$ cat config.mk
export PLATFORM = sky130hd
export DESIGN_NAME = multisize_tlb
export DESIGN_NICKNAME = d
export VERILOG_FILES = /design/src/rtl/multisize_tlb_pkg.sv /design/src/rtl/multisize_tlb_ctrl.sv /design/src/rtl/multisize_tlb_array.sv /design/src/rtl/multisize_tlb.sv
export SDC_FILE = /design/constraint.sdc
export NUM_CORES = 2
export LEC_CHECK = 0
export ABC_CLOCK_PERIOD_IN_PS = 6800
export BUFFER_PORTS_ARGS = -buffer_cell sky130_fd_sc_hd__buf_2
export CAP_MARGIN = 20
export CORE_MARGIN = 1.5
export CORE_UTILIZATION = 45
export CTS_BUF_LIST = sky130_fd_sc_hd__clkbuf_8
export DETAILED_ROUTE_END_ITERATION = 7
export PLACE_DENSITY_LB_ADDON = 0.25
export SYNTH_ARGS = -nofsm -noshare
export SYNTH_HDL_FRONTEND = slang
export SYNTH_SLANG_ARGS = --single-unit
$ cat constraint.sdc
create_clock -name clk -period 6.8 [get_ports clk]
set_input_delay 1.36 -clock clk [delete_from_list [all_inputs] [get_ports clk]]
set_output_delay 1.36 -clock clk [all_outputs]
set_load 0.005 [all_outputs]
$ cat src/rtl/multisize_tlb_pkg.sv
package multisize_tlb_pkg;

  localparam int VA_W        = 32;
  localparam int SMALL_SHIFT = 12;
  localparam int LARGE_SHIFT = 16;
  localparam int SEG_SHIFT   = 20;
  localparam int PN_W        = VA_W - SMALL_SHIFT;

  typedef enum logic [1:0] {
    SZ_SMALL = 2'd0,
    SZ_LARGE = 2'd1,
    SZ_SEG   = 2'd2,
    SZ_ALT   = 2'd3
  } regionSize_e;

  typedef struct packed {
    logic writeEn;
    logic clearAll;
    logic clearMatch;
  } tlbStrobes_t;

  // Page-number bits that take part in the tag compare for a given size.
  function automatic logic [PN_W-1:0] pageMask(regionSize_e sz);
    logic [PN_W-1:0] m;
    case (sz)
      SZ_SEG:   m = {PN_W{1'b1}} << (SEG_SHIFT - SMALL_SHIFT);
      SZ_LARGE: m = {PN_W{1'b1}} << (LARGE_SHIFT - SMALL_SHIFT);
      default:  m = {PN_W{1'b1}};
    endcase
    return m;
  endfunction

  function automatic logic regionHit(logic [PN_W-1:0] tagPn, regionSize_e sz,
                                     logic [PN_W-1:0] probePn);
    return ((tagPn ^ probePn) & pageMask(sz)) == '0;
  endfunction

  function automatic logic [VA_W-1:0] composePa(logic [PN_W-1:0] frame, regionSize_e sz,
                                                logic [VA_W-1:0] va);
    logic [PN_W-1:0] m;
    m = pageMask(sz);
    return {(frame & m) | (va[VA_W-1:SMALL_SHIFT] & ~m), va[SMALL_SHIFT-1:0]};
  endfunction

endpackage

$ cat src/rtl/multisize_tlb_ctrl.sv
module multisize_tlb_ctrl
  import multisize_tlb_pkg::*;
#(
  parameter int NUM_ENTRIES = 32,
  parameter int IDX_W       = 5
) (
  input  logic             clk,
  input  logic             rstN,
  input  logic             refillEn,
  input  logic             flushAllEn,
  input  logic             flushOneEn,
  output tlbStrobes_t      strobes,
  output logic [IDX_W-1:0] victimIdx
);

  localparam logic [IDX_W-1:0] LAST_IDX = IDX_W'(NUM_ENTRIES - 1);

  logic [IDX_W-1:0] rrPtr;

  always_ff @(posedge clk or negedge rstN) begin
    if (!rstN) begin
      rrPtr <= '0;
    end else if (refillEn) begin
      rrPtr <= (rrPtr == LAST_IDX) ? '0 : rrPtr + 1'b1;
    end
  end

  always_comb begin
    strobes.writeEn    = refillEn;
    strobes.clearAll   = flushAllEn;
    strobes.clearMatch = flushOneEn;
  end

  assign victimIdx = rrPtr;

endmodule

$ cat src/rtl/multisize_tlb_array.sv
module multisize_tlb_array
  import multisize_tlb_pkg::*;
#(
  parameter int NUM_ENTRIES = 32,
  parameter int ATTR_W      = 8,
  parameter int IDX_W       = 5
) (
  input  logic              clk,
  input  logic              rstN,
  input  tlbStrobes_t       strobes,
  input  logic [IDX_W-1:0]  victimIdx,
  input  logic [PN_W-1:0]   refillVpn,
  input  logic [PN_W-1:0]   refillFrame,
  input  regionSize_e       refillSize,
  input  logic [ATTR_W-1:0] refillAttr,
  input  logic [PN_W-1:0]   flushVpn,
  input  logic [VA_W-1:0]   lookupVa,
  output logic              lookupHit,
  output logic [VA_W-1:0]   lookupPa,
  output logic [ATTR_W-1:0] lookupAttr
);

  logic              validQ [NUM_ENTRIES];
  logic [PN_W-1:0]   vpnQ   [NUM_ENTRIES];
  logic [PN_W-1:0]   frameQ [NUM_ENTRIES];
  regionSize_e       sizeQ  [NUM_ENTRIES];
  logic [ATTR_W-1:0] attrQ  [NUM_ENTRIES];

  logic [NUM_ENTRIES-1:0] lookupMatch;
  logic [NUM_ENTRIES-1:0] flushMatch;

  for (genvar e = 0; e < NUM_ENTRIES; e++) begin : g_entry
    logic selWrite;
    assign selWrite = strobes.writeEn && (victimIdx == IDX_W'(e));

    assign lookupMatch[e] = validQ[e] &&
                            regionHit(vpnQ[e], sizeQ[e], lookupVa[VA_W-1:SMALL_SHIFT]);
    assign flushMatch[e]  = validQ[e] && regionHit(vpnQ[e], sizeQ[e], flushVpn);

    // The refill write outranks either flush on its own slot.
    always_ff @(posedge clk or negedge rstN) begin
      if (!rstN) begin
        validQ[e] <= 1'b0;
      end else if (selWrite) begin
        validQ[e] <= 1'b1;
      end else if (strobes.clearAll || (strobes.clearMatch && flushMatch[e])) begin
        validQ[e] <= 1'b0;
      end
    end

    always_ff @(posedge clk) begin
      if (selWrite) begin
        vpnQ[e]   <= refillVpn;
        frameQ[e] <= refillFrame;
        sizeQ[e]  <= refillSize;
        attrQ[e]  <= refillAttr;
      end
    end
  end

  // Lowest-numbered match wins: scan from the top so lower slots overwrite.
  logic [IDX_W-1:0] hitIdx;
  logic             anyHit;

  always_comb begin
    hitIdx = '0;
    anyHit = 1'b0;
    for (int i = NUM_ENTRIES - 1; i >= 0; i--) begin
      if (lookupMatch[i]) begin
        anyHit = 1'b1;
        hitIdx = IDX_W'(i);
      end
    end
  end

  always_comb begin
    lookupHit  = anyHit;
    lookupPa   = '0;
    lookupAttr = '0;
    if (anyHit) begin
      lookupPa   = composePa(frameQ[hitIdx], sizeQ[hitIdx], lookupVa);
      lookupAttr = attrQ[hitIdx];
    end
  end

endmodule

$ cat src/rtl/multisize_tlb.sv
module multisize_tlb
  import multisize_tlb_pkg::*;
#(
  parameter int NUM_ENTRIES = 32,
  parameter int ATTR_W      = 8
) (
  input  logic              clk,
  input  logic              rstN,
  input  logic [31:0]       lookupVa,
  output logic              lookupHit,
  output logic [31:0]       lookupPa,
  output logic [ATTR_W-1:0] lookupAttr,
  input  logic              refillEn,
  input  logic [31:0]       refillVa,
  input  logic [31:0]       refillPa,
  input  logic [1:0]        refillSize,
  input  logic [ATTR_W-1:0] refillAttr,
  input  logic              flushAllEn,
  input  logic              flushOneEn,
  input  logic [31:0]       flushVa
);

  localparam int IDX_W = (NUM_ENTRIES > 1) ? $clog2(NUM_ENTRIES) : 1;

  tlbStrobes_t      strobes;
  logic [IDX_W-1:0] victimIdx;

  logic unusedLowBits;
  assign unusedLowBits = ^{refillVa[SMALL_SHIFT-1:0], refillPa[SMALL_SHIFT-1:0],
                           flushVa[SMALL_SHIFT-1:0]};

  multisize_tlb_ctrl #(
    .NUM_ENTRIES(NUM_ENTRIES),
    .IDX_W      (IDX_W)
  ) u_ctrl (
    .clk       (clk),
    .rstN      (rstN),
    .refillEn  (refillEn),
    .flushAllEn(flushAllEn),
    .flushOneEn(flushOneEn),
    .strobes   (strobes),
    .victimIdx (victimIdx)
  );

  multisize_tlb_array #(
    .NUM_ENTRIES(NUM_ENTRIES),
    .ATTR_W     (ATTR_W),
    .IDX_W      (IDX_W)
  ) u_array (
    .clk        (clk),
    .rstN       (rstN),
    .strobes    (strobes),
    .victimIdx  (victimIdx),
    .refillVpn  (refillVa[VA_W-1:SMALL_SHIFT]),
    .refillFrame(refillPa[VA_W-1:SMALL_SHIFT]),
    .refillSize (regionSize_e'(refillSize)),
    .refillAttr (refillAttr),
    .flushVpn   (flushVa[VA_W-1:SMALL_SHIFT]),
    .lookupVa   (lookupVa),
    .lookupHit  (lookupHit),
    .lookupPa   (lookupPa),
    .lookupAttr (lookupAttr)
  );

endmodule

# Yosys cells after proc, flatten, opt, wreduce, memory -nomap -nowiden
# Memories as Yosys holds them, arrays and structs flattened.
# Index checks and enable logic that the tools add are counted.
[op_classes]
reduce_logical = 381
n_mux = 601
eq_ne = 97
bitwise_logic = 132
addsub = 1
[op_table]
columns = ["operator", "count"]
rows = [
  ["$and 20x20->20", 66],
  ["$logic_not 20->1", 64],
  ["$xor 20x20->20", 64],
  ["$mux 20", 63],
  ["$reduce_or 20->1", 62],
  ["$mux 5", 157],
  ["$pmux 8 s2", 33],
  ["$mux 1", 284],
  ["$mux 8", 32],
  ["$reduce_or 8->1", 31],
  ["$logic_and 1x1->1", 128],
  ["$eq 5x5->1 const B", 16],
  ["$eq 2x1->1 const B", 33],
  ["$eq 2x2->1 const B", 33],
  ["$reduce_bool 2->1", 32],
  ["$mux 2", 31],
  ["$reduce_or 2->1", 31],
  ["$eq 5x4->1 const B", 8],
  ["$logic_or 1x1->1", 32],
  ["$mux 32", 1],
  ["$eq 5x3->1 const B", 4],
  ["$not 20->20", 1],
  ["$or 20x20->20", 1],
  ["$eq 5x2->1 const B", 2],
  ["3 further kinds", 3],
]
[totals]
mem_count = 4
elab_cells = 1249
ff_bits = 37
ram_bits = 1600
[memory_table]
columns = ["memory", "words", "word_bits", "read_ports", "rd_ports_with_merged_regs", "wr", "line_no", "text"]
rows = [
  ["u_array.frameQ", 32, 20, 1, 0, 1, "multisize_tlb_array.sv:25", "logic [PN_W-1:0] frameQ [NUM_ENTRIES];"],
  ["u_array.vpnQ", 32, 20, 32, 0, 1, "multisize_tlb_array.sv:24", "logic [PN_W-1:0] vpnQ [NUM_ENTRIES];"],
  ["u_array.attrQ", 32, 8, 1, 0, 1, "multisize_tlb_array.sv:27", "logic [ATTR_W-1:0] attrQ [NUM_ENTRIES];"],
  ["u_array.sizeQ", 32, 2, 33, 0, 1, "multisize_tlb_array.sv:26", "regionSize_e sizeQ [NUM_ENTRIES];"],
]

# Longest topological paths before layout
# An unclocked memory read counts as a cell.
[depth]
word_depth = 46
mapped_depth = 25
mapped_depth_nobuf = 18

# Modules after synthesis
# Synthesis repeated with hierarchy kept, for this count alone.
[unflattened]
hier_cells = 5560
area_unflattened_um2 = 76996.3
[by_module_without_submodules]
columns = ["mod", "area_each_um2", "cells_each", "instances"]
rows = [
  ["multisize_tlb_array", 76726.1, 5537, 1],
  ["multisize_tlb_ctrl", 270.3, 23, 1],
]

# Worst setup path after synthesis
# Ideal clock, no wire load.
[synth_timing]
path_type = "input to output"
startpoint = "input lookupVa[23]"
endpoint = "output lookupPa[15]"
setup_slack_ns = -0.270
cell_stages = 23
t_required_ns = 5.440
arrival_time_ns = 5.710
cell_sequence = "buf_2 buf_6 buf_2 xnor2_1 nand4_1 nor4_1 o2bb2ai_1 a211oi_1 a311o_1 buf_2 nand2_4 buf_4 buf_2 a21oi_1 mux2i_1 mux2i_1 a221o_1 ha_1 clkbuf_1 nor2_1 a211o_1 o32a_1 o2111ai_1"
[synth_via]
elab_chain_cells = 44
elab_cells_between_ends = 203
[synth_lines]
columns = ["item", "line_no", "text"]
rows = [
  ["from (decl)", "multisize_tlb.sv:9", "input logic [31:0] lookupVa,"],
  ["$xor 20x20->20", "multisize_tlb_pkg.sv:35", "return ((tagPn ^ probePn) & pageMask(sz)) == '0;"],
  ["$and 20x20->20", "multisize_tlb_pkg.sv:35", ""],
  ["$logic_not 20->1", "multisize_tlb_pkg.sv:35", ""],
  ["$logic_and 1x1->1", "multisize_tlb_array.sv:36", "assign lookupMatch[e] = validQ[e] &&"],
  ["$mux 5 (32 in a row)", "multisize_tlb_array.sv:69", "if (lookupMatch[i]) begin"],
  ["$mem_v2 32x2", "--", ""],
  ["$eq 2x1->1 / $eq 2x2->1 (equally long branches)", "multisize_tlb_pkg.sv:25", "case (sz)"],
  ["$pmux 8 s2", "multisize_tlb_pkg.sv:25", ""],
  ["$mux 20", "multisize_tlb_array.sv:80", "if (anyHit) begin"],
  ["$not 20->20", "multisize_tlb_pkg.sv:42", "return {(frame & m) | (va[VA_W-1:SMALL_SHIFT] & ~m), va[SMALL_SHIFT-1:0]};"],
  ["$and 20x20->20", "multisize_tlb_pkg.sv:42", ""],
  ["$or 20x20->20", "multisize_tlb_pkg.sv:42", ""],
  ["$mux 32 (*)", "multisize_tlb_array.sv:80", ""],
  ["to (decl)", "multisize_tlb.sv:11", "output logic [31:0] lookupPa,"],
]
# Every way passes the cells marked *; elsewhere a longest branch is shown, timed or not. The select of a mux whose other input is x is not followed.

# Final worst setup path
[layout_timing]
startpoint = "input lookupVa[21]"
endpoint = "output lookupPa[13]"
# The elaborated chain is that of the path after synthesis.

==> results.py <==
metrics = {
    "status": {
        "status": "finished, violations left",
        "violations": "negative setup slack",
    },
    "cts": {
        "clockBufferDepth": 4,
        "cts-buffers-inserted": 295,
        "clk_pin_slew_ns": 0.06,
        "hold_buffers": 0,
        "clock-sinks": 1637,
        "htreeDepth": 5,
        "cts_tree": "yes",
        "insertion_delay_ns": 1.06,
        "clock-root-buffer": "clkbuf_8",
    },
    "detailed_routing": {
        "wl_um": 267000,
        "drc_errors": 0,
        "drt_iter0_markers": 5759,
        "via_per_inst": 5.92,
        "dr_total_vias": 51700,
        "detail-route-antenna-nets": 0,
        "first_pass_iters": 8,
        "routedWlPerCell_um": 30.6,
    },
    "timing": {
        "fin_crit_sh_pct": 108,
        "finalCriticalPeriod_ns": 7.36,
        "hold_violations": 0,
        "skew_ns": 0.0832,
        "timing.hold.ws_ns": 0.483,
        "slew_headroom_pct": 19.7,
        "setup_viol": 28,
        "drv_slew": 0,
        "worstMarginPinSlew_ns": 1.20,
        "fmax_mhz": 136,
        "worst_slack_ns": -0.557,
        "rsz0062_at_grt": "true",
    },
    "placed_design": {
        "dp.final_hpwl_um": 158000,
        "gp_congestion": 0.969,
        "numPortBuffers": 147,
    },
    "setup_path": {
        "path_max_fanout": 7,
        "worst_ep_required_time_ns": 5.44,
        "path_class": "in -> out",
        "cp-end-kind": "output port",
        "arrival_ns": 6.00,
        "path_common_cell": "buf_6",
        "cpPeakStageDelay_ns": 0.56,
        "slowest_stage": "or4_4",
        "startpoint_type": "input port",
    },
    "pwr": {
        "p_leak_nw": 31.6,
        "powerDensity_nw_per_um2": 239,
        "finalPower_mw": 22.7,
        "ir_worst_vdd_v": 0.000296,
    },
    "grt": {
        "antenna_found_initial": 17,
        "grt_busiest_layer": "met2",
        "gr-usage-met3_pct": 5.18,
        "grt_pass1_vias": 51100,
        "use_met2_pct": 46.4,
        "grt_usage_pct": 29.6,
        "grt.met1_usage_pct": 38.5,
        "grt_max_degree": 52,
        "grt_overflow_total": 0,
        "grt_pass1_wl_um": 365000,
    },
    "job": {
        "cap_violations": 0,
    },
    "die": {
        "start_util_pct": 45.2,
        "std_cell_rows": 152,
        "boundaryPins": 184,
        "die_area_um2": 175000,
        "die_height_um": 418,
        "dieWidth_um": 418,
        "design.core.area_um2": 171000,
    },
    "yosys": {
        "syn_area_um2": 77500,
        "ys_warn_count": 0,
        "syn_avg_cell_area_um2": 14.7,
        "synth-async-reset-ratio_pct": 2.26,
        "synthDistinctLibCells": 82,
        "ys_seq_area_share_pct": 63.2,
        "synth_top_area_share_pct": 62.0,
        "netlist_top_cells_area": "edfxtp_1 62%, xnor2_1 8.2%, mux2i_1 7.5%, xor2_1 6.2%, nand4_1 1.4%",
        "synth_fp_nets": 5465,
        "synth-seq-cells": 1637,
        "synth_edf_count": 1600,
        "synth_flop_cell": "edfxtp_1",
        "synth_cells": 5283,
        "yosysTopAreaCell": "edfxtp_1",
    },
    "layout": {
        "nFillCells": 13900,
        "multi_input_area_um2": 28700,
        "syn_to_final_growth_pct": 22.4,
        "nNetsFinal": 6404,
        "seq_area_um2": 49000,
        "final_layout_size_suffix_gt1_share_pct": 26.1,
    },
    "min_path": {
        "hp-class": "in -> async",
    },
}
[stage by stage]
stage	setup slack (ns)	cell area (µm²)	utilization (%)	TNS (ns)	instances
floorplan	-0.0825	77500	-	-0.0825	5283
global placement	-1.12	85200	49.7	-27.47	8087
detailed placement	-1.16	85200	49.7	-28.50	8089
CTS	-0.494	92700	54.1	-9.18	8651
global route	-0.674	94800	55.3	-12.13	8728
finish	-0.557	94800	55.3	-9.13	8731
[registers in the layout, indices dropped and copies added (netlist names)]
register / cells
u_array.attrQ: 256
u_array.frameQ: 640
u_array.validQ: 32
u_array.sizeQ: 64
u_array.vpnQ: 640
u_ctrl.victimIdx: 5
[synth_stat cells (all sizes together) (8+ instances only)]
master   number
buf         215
ha           39
a21oi       103
clkbuf       75
o21a          9
and3         37
mux2         86
dfrtp        37
and2         36
xor2        546
edfxtp     1600
a221oi        9
nand2       137
a31oi        25
nor4        157
nor2b        17
a211oi       11
o2111ai      37
nand4       177
nand2b        9
nor2         80
o22ai        12
a31o         33
o21ai        54
mux2i       579
o221ai       19
a22oi        27
a41oi        29
or4          22
a2111oi       8
o211ai        8
o41ai        36
nand3       114
nand4b       14
inv          53
nor3         14
xnor2       728
[area by class of cell]
cell class	count	area share (%)
flip-flops and latches	1637	51.6
diodes	5	0.0132
repair buffers	930	9.52
inverters	53	0.210
clock inverters	178	0.784
clock buffers	313	4.54
well taps	2310	3.05
multi-input cells	3305	30.2
[timing repair]
action                                 in CTS  in global routing
resized for setup                         270                207
gates cloned                               23                 21
buffers inserted                           51                 55
setup endpoints to repair                  37                 41
endpoints found under the hold margin       0                  0
pin swaps                                  54                 76
[layer usage]
layer | vias up | wire length, µm | part of all wire, %
met2 | 2798 | 122000 | 46
met1 | 26200 | 106000 | 40
met3 | 701 | 21900 | 8.2
met4 | 16 | 17400 | 6.5
met5 | - | 111 | 0.042
li1 | 22000 | - | -
[cell families (layout without fill, tap and decap cells)]
kind of cell	after synthesis	in the layout	share of synthesized area [%]
other cells	0	5	0
buf+inv	343	1474	2.28
xor+xnor	1274	1274	14.4
mux	667	667	8.79
compound gates	488	489	4.68
fa+ha+maj	39	39	0.630
simple gates	835	836	6.00
flops	1637	1637	63.2
[report_power, final]
part           switching [mW]  leakage (nW)  internal, mW
Clock                    4.02          2.96          4.24
Combinational            1.62          13.7         0.877
Sequential              0.268          14.9          11.7
Total                    5.91          31.6          16.8
[layout by cell type, fill, tap and decap left out, types with 38 or more instances in the layout]
cell type and instances:
xor2_1 538, buf_6 39, mux2i_1 572, inv_1 151
a21oi_1 77, o21ai_0 39, clkbuf_8 313, ha_1 38
nand4_1 177, clkinv_1 51, mux2_2 77, nand2_1 134
buf_4 606, nor2_1 59, nor4_1 123, edfxtp_1 1600
xnor2_1 685, nand3_1 112, buf_2 130, buf_12 83
[critical path: cells and delay by family]
kind	cells	cell delay, ns
compound gates	7	1.33
buf+inv	9	1.28
simple gates	5	1.23
fa+ha+maj	1	0.31
mux	2	0.26
xor+xnor	1	0.17
[final timing paths]
path / start / endpoint / slack (ns) / cells after the start
worst max-delay path: lookupVa[21] / lookupPa[13] / -0.56 / 25
worst min-delay path: rstN / u_array.validQ[29]$_DFFE_PN0P_ / 0.48 / 2
worst max register to register: u_ctrl.victimIdx[3]$_DFFE_PN0P_ / u_array.frameQ[31][6]$_DFFE_PP_ / 3.40 / 5
worst min register to register: u_array.validQ[19]$_DFFE_PN0P_ / u_array.validQ[19]$_DFFE_PN0P_ / 0.54 / 1
max in group asynchronous: rstN / u_array.validQ[4]$_DFFE_PN0P_ / 5.69 / 2
min in group clk: u_array.validQ[19]$_DFFE_PN0P_ / u_array.validQ[19]$_DFFE_PN0P_ / 0.54 / 1
Note: power is estimated with default switching activity, not from simulation.
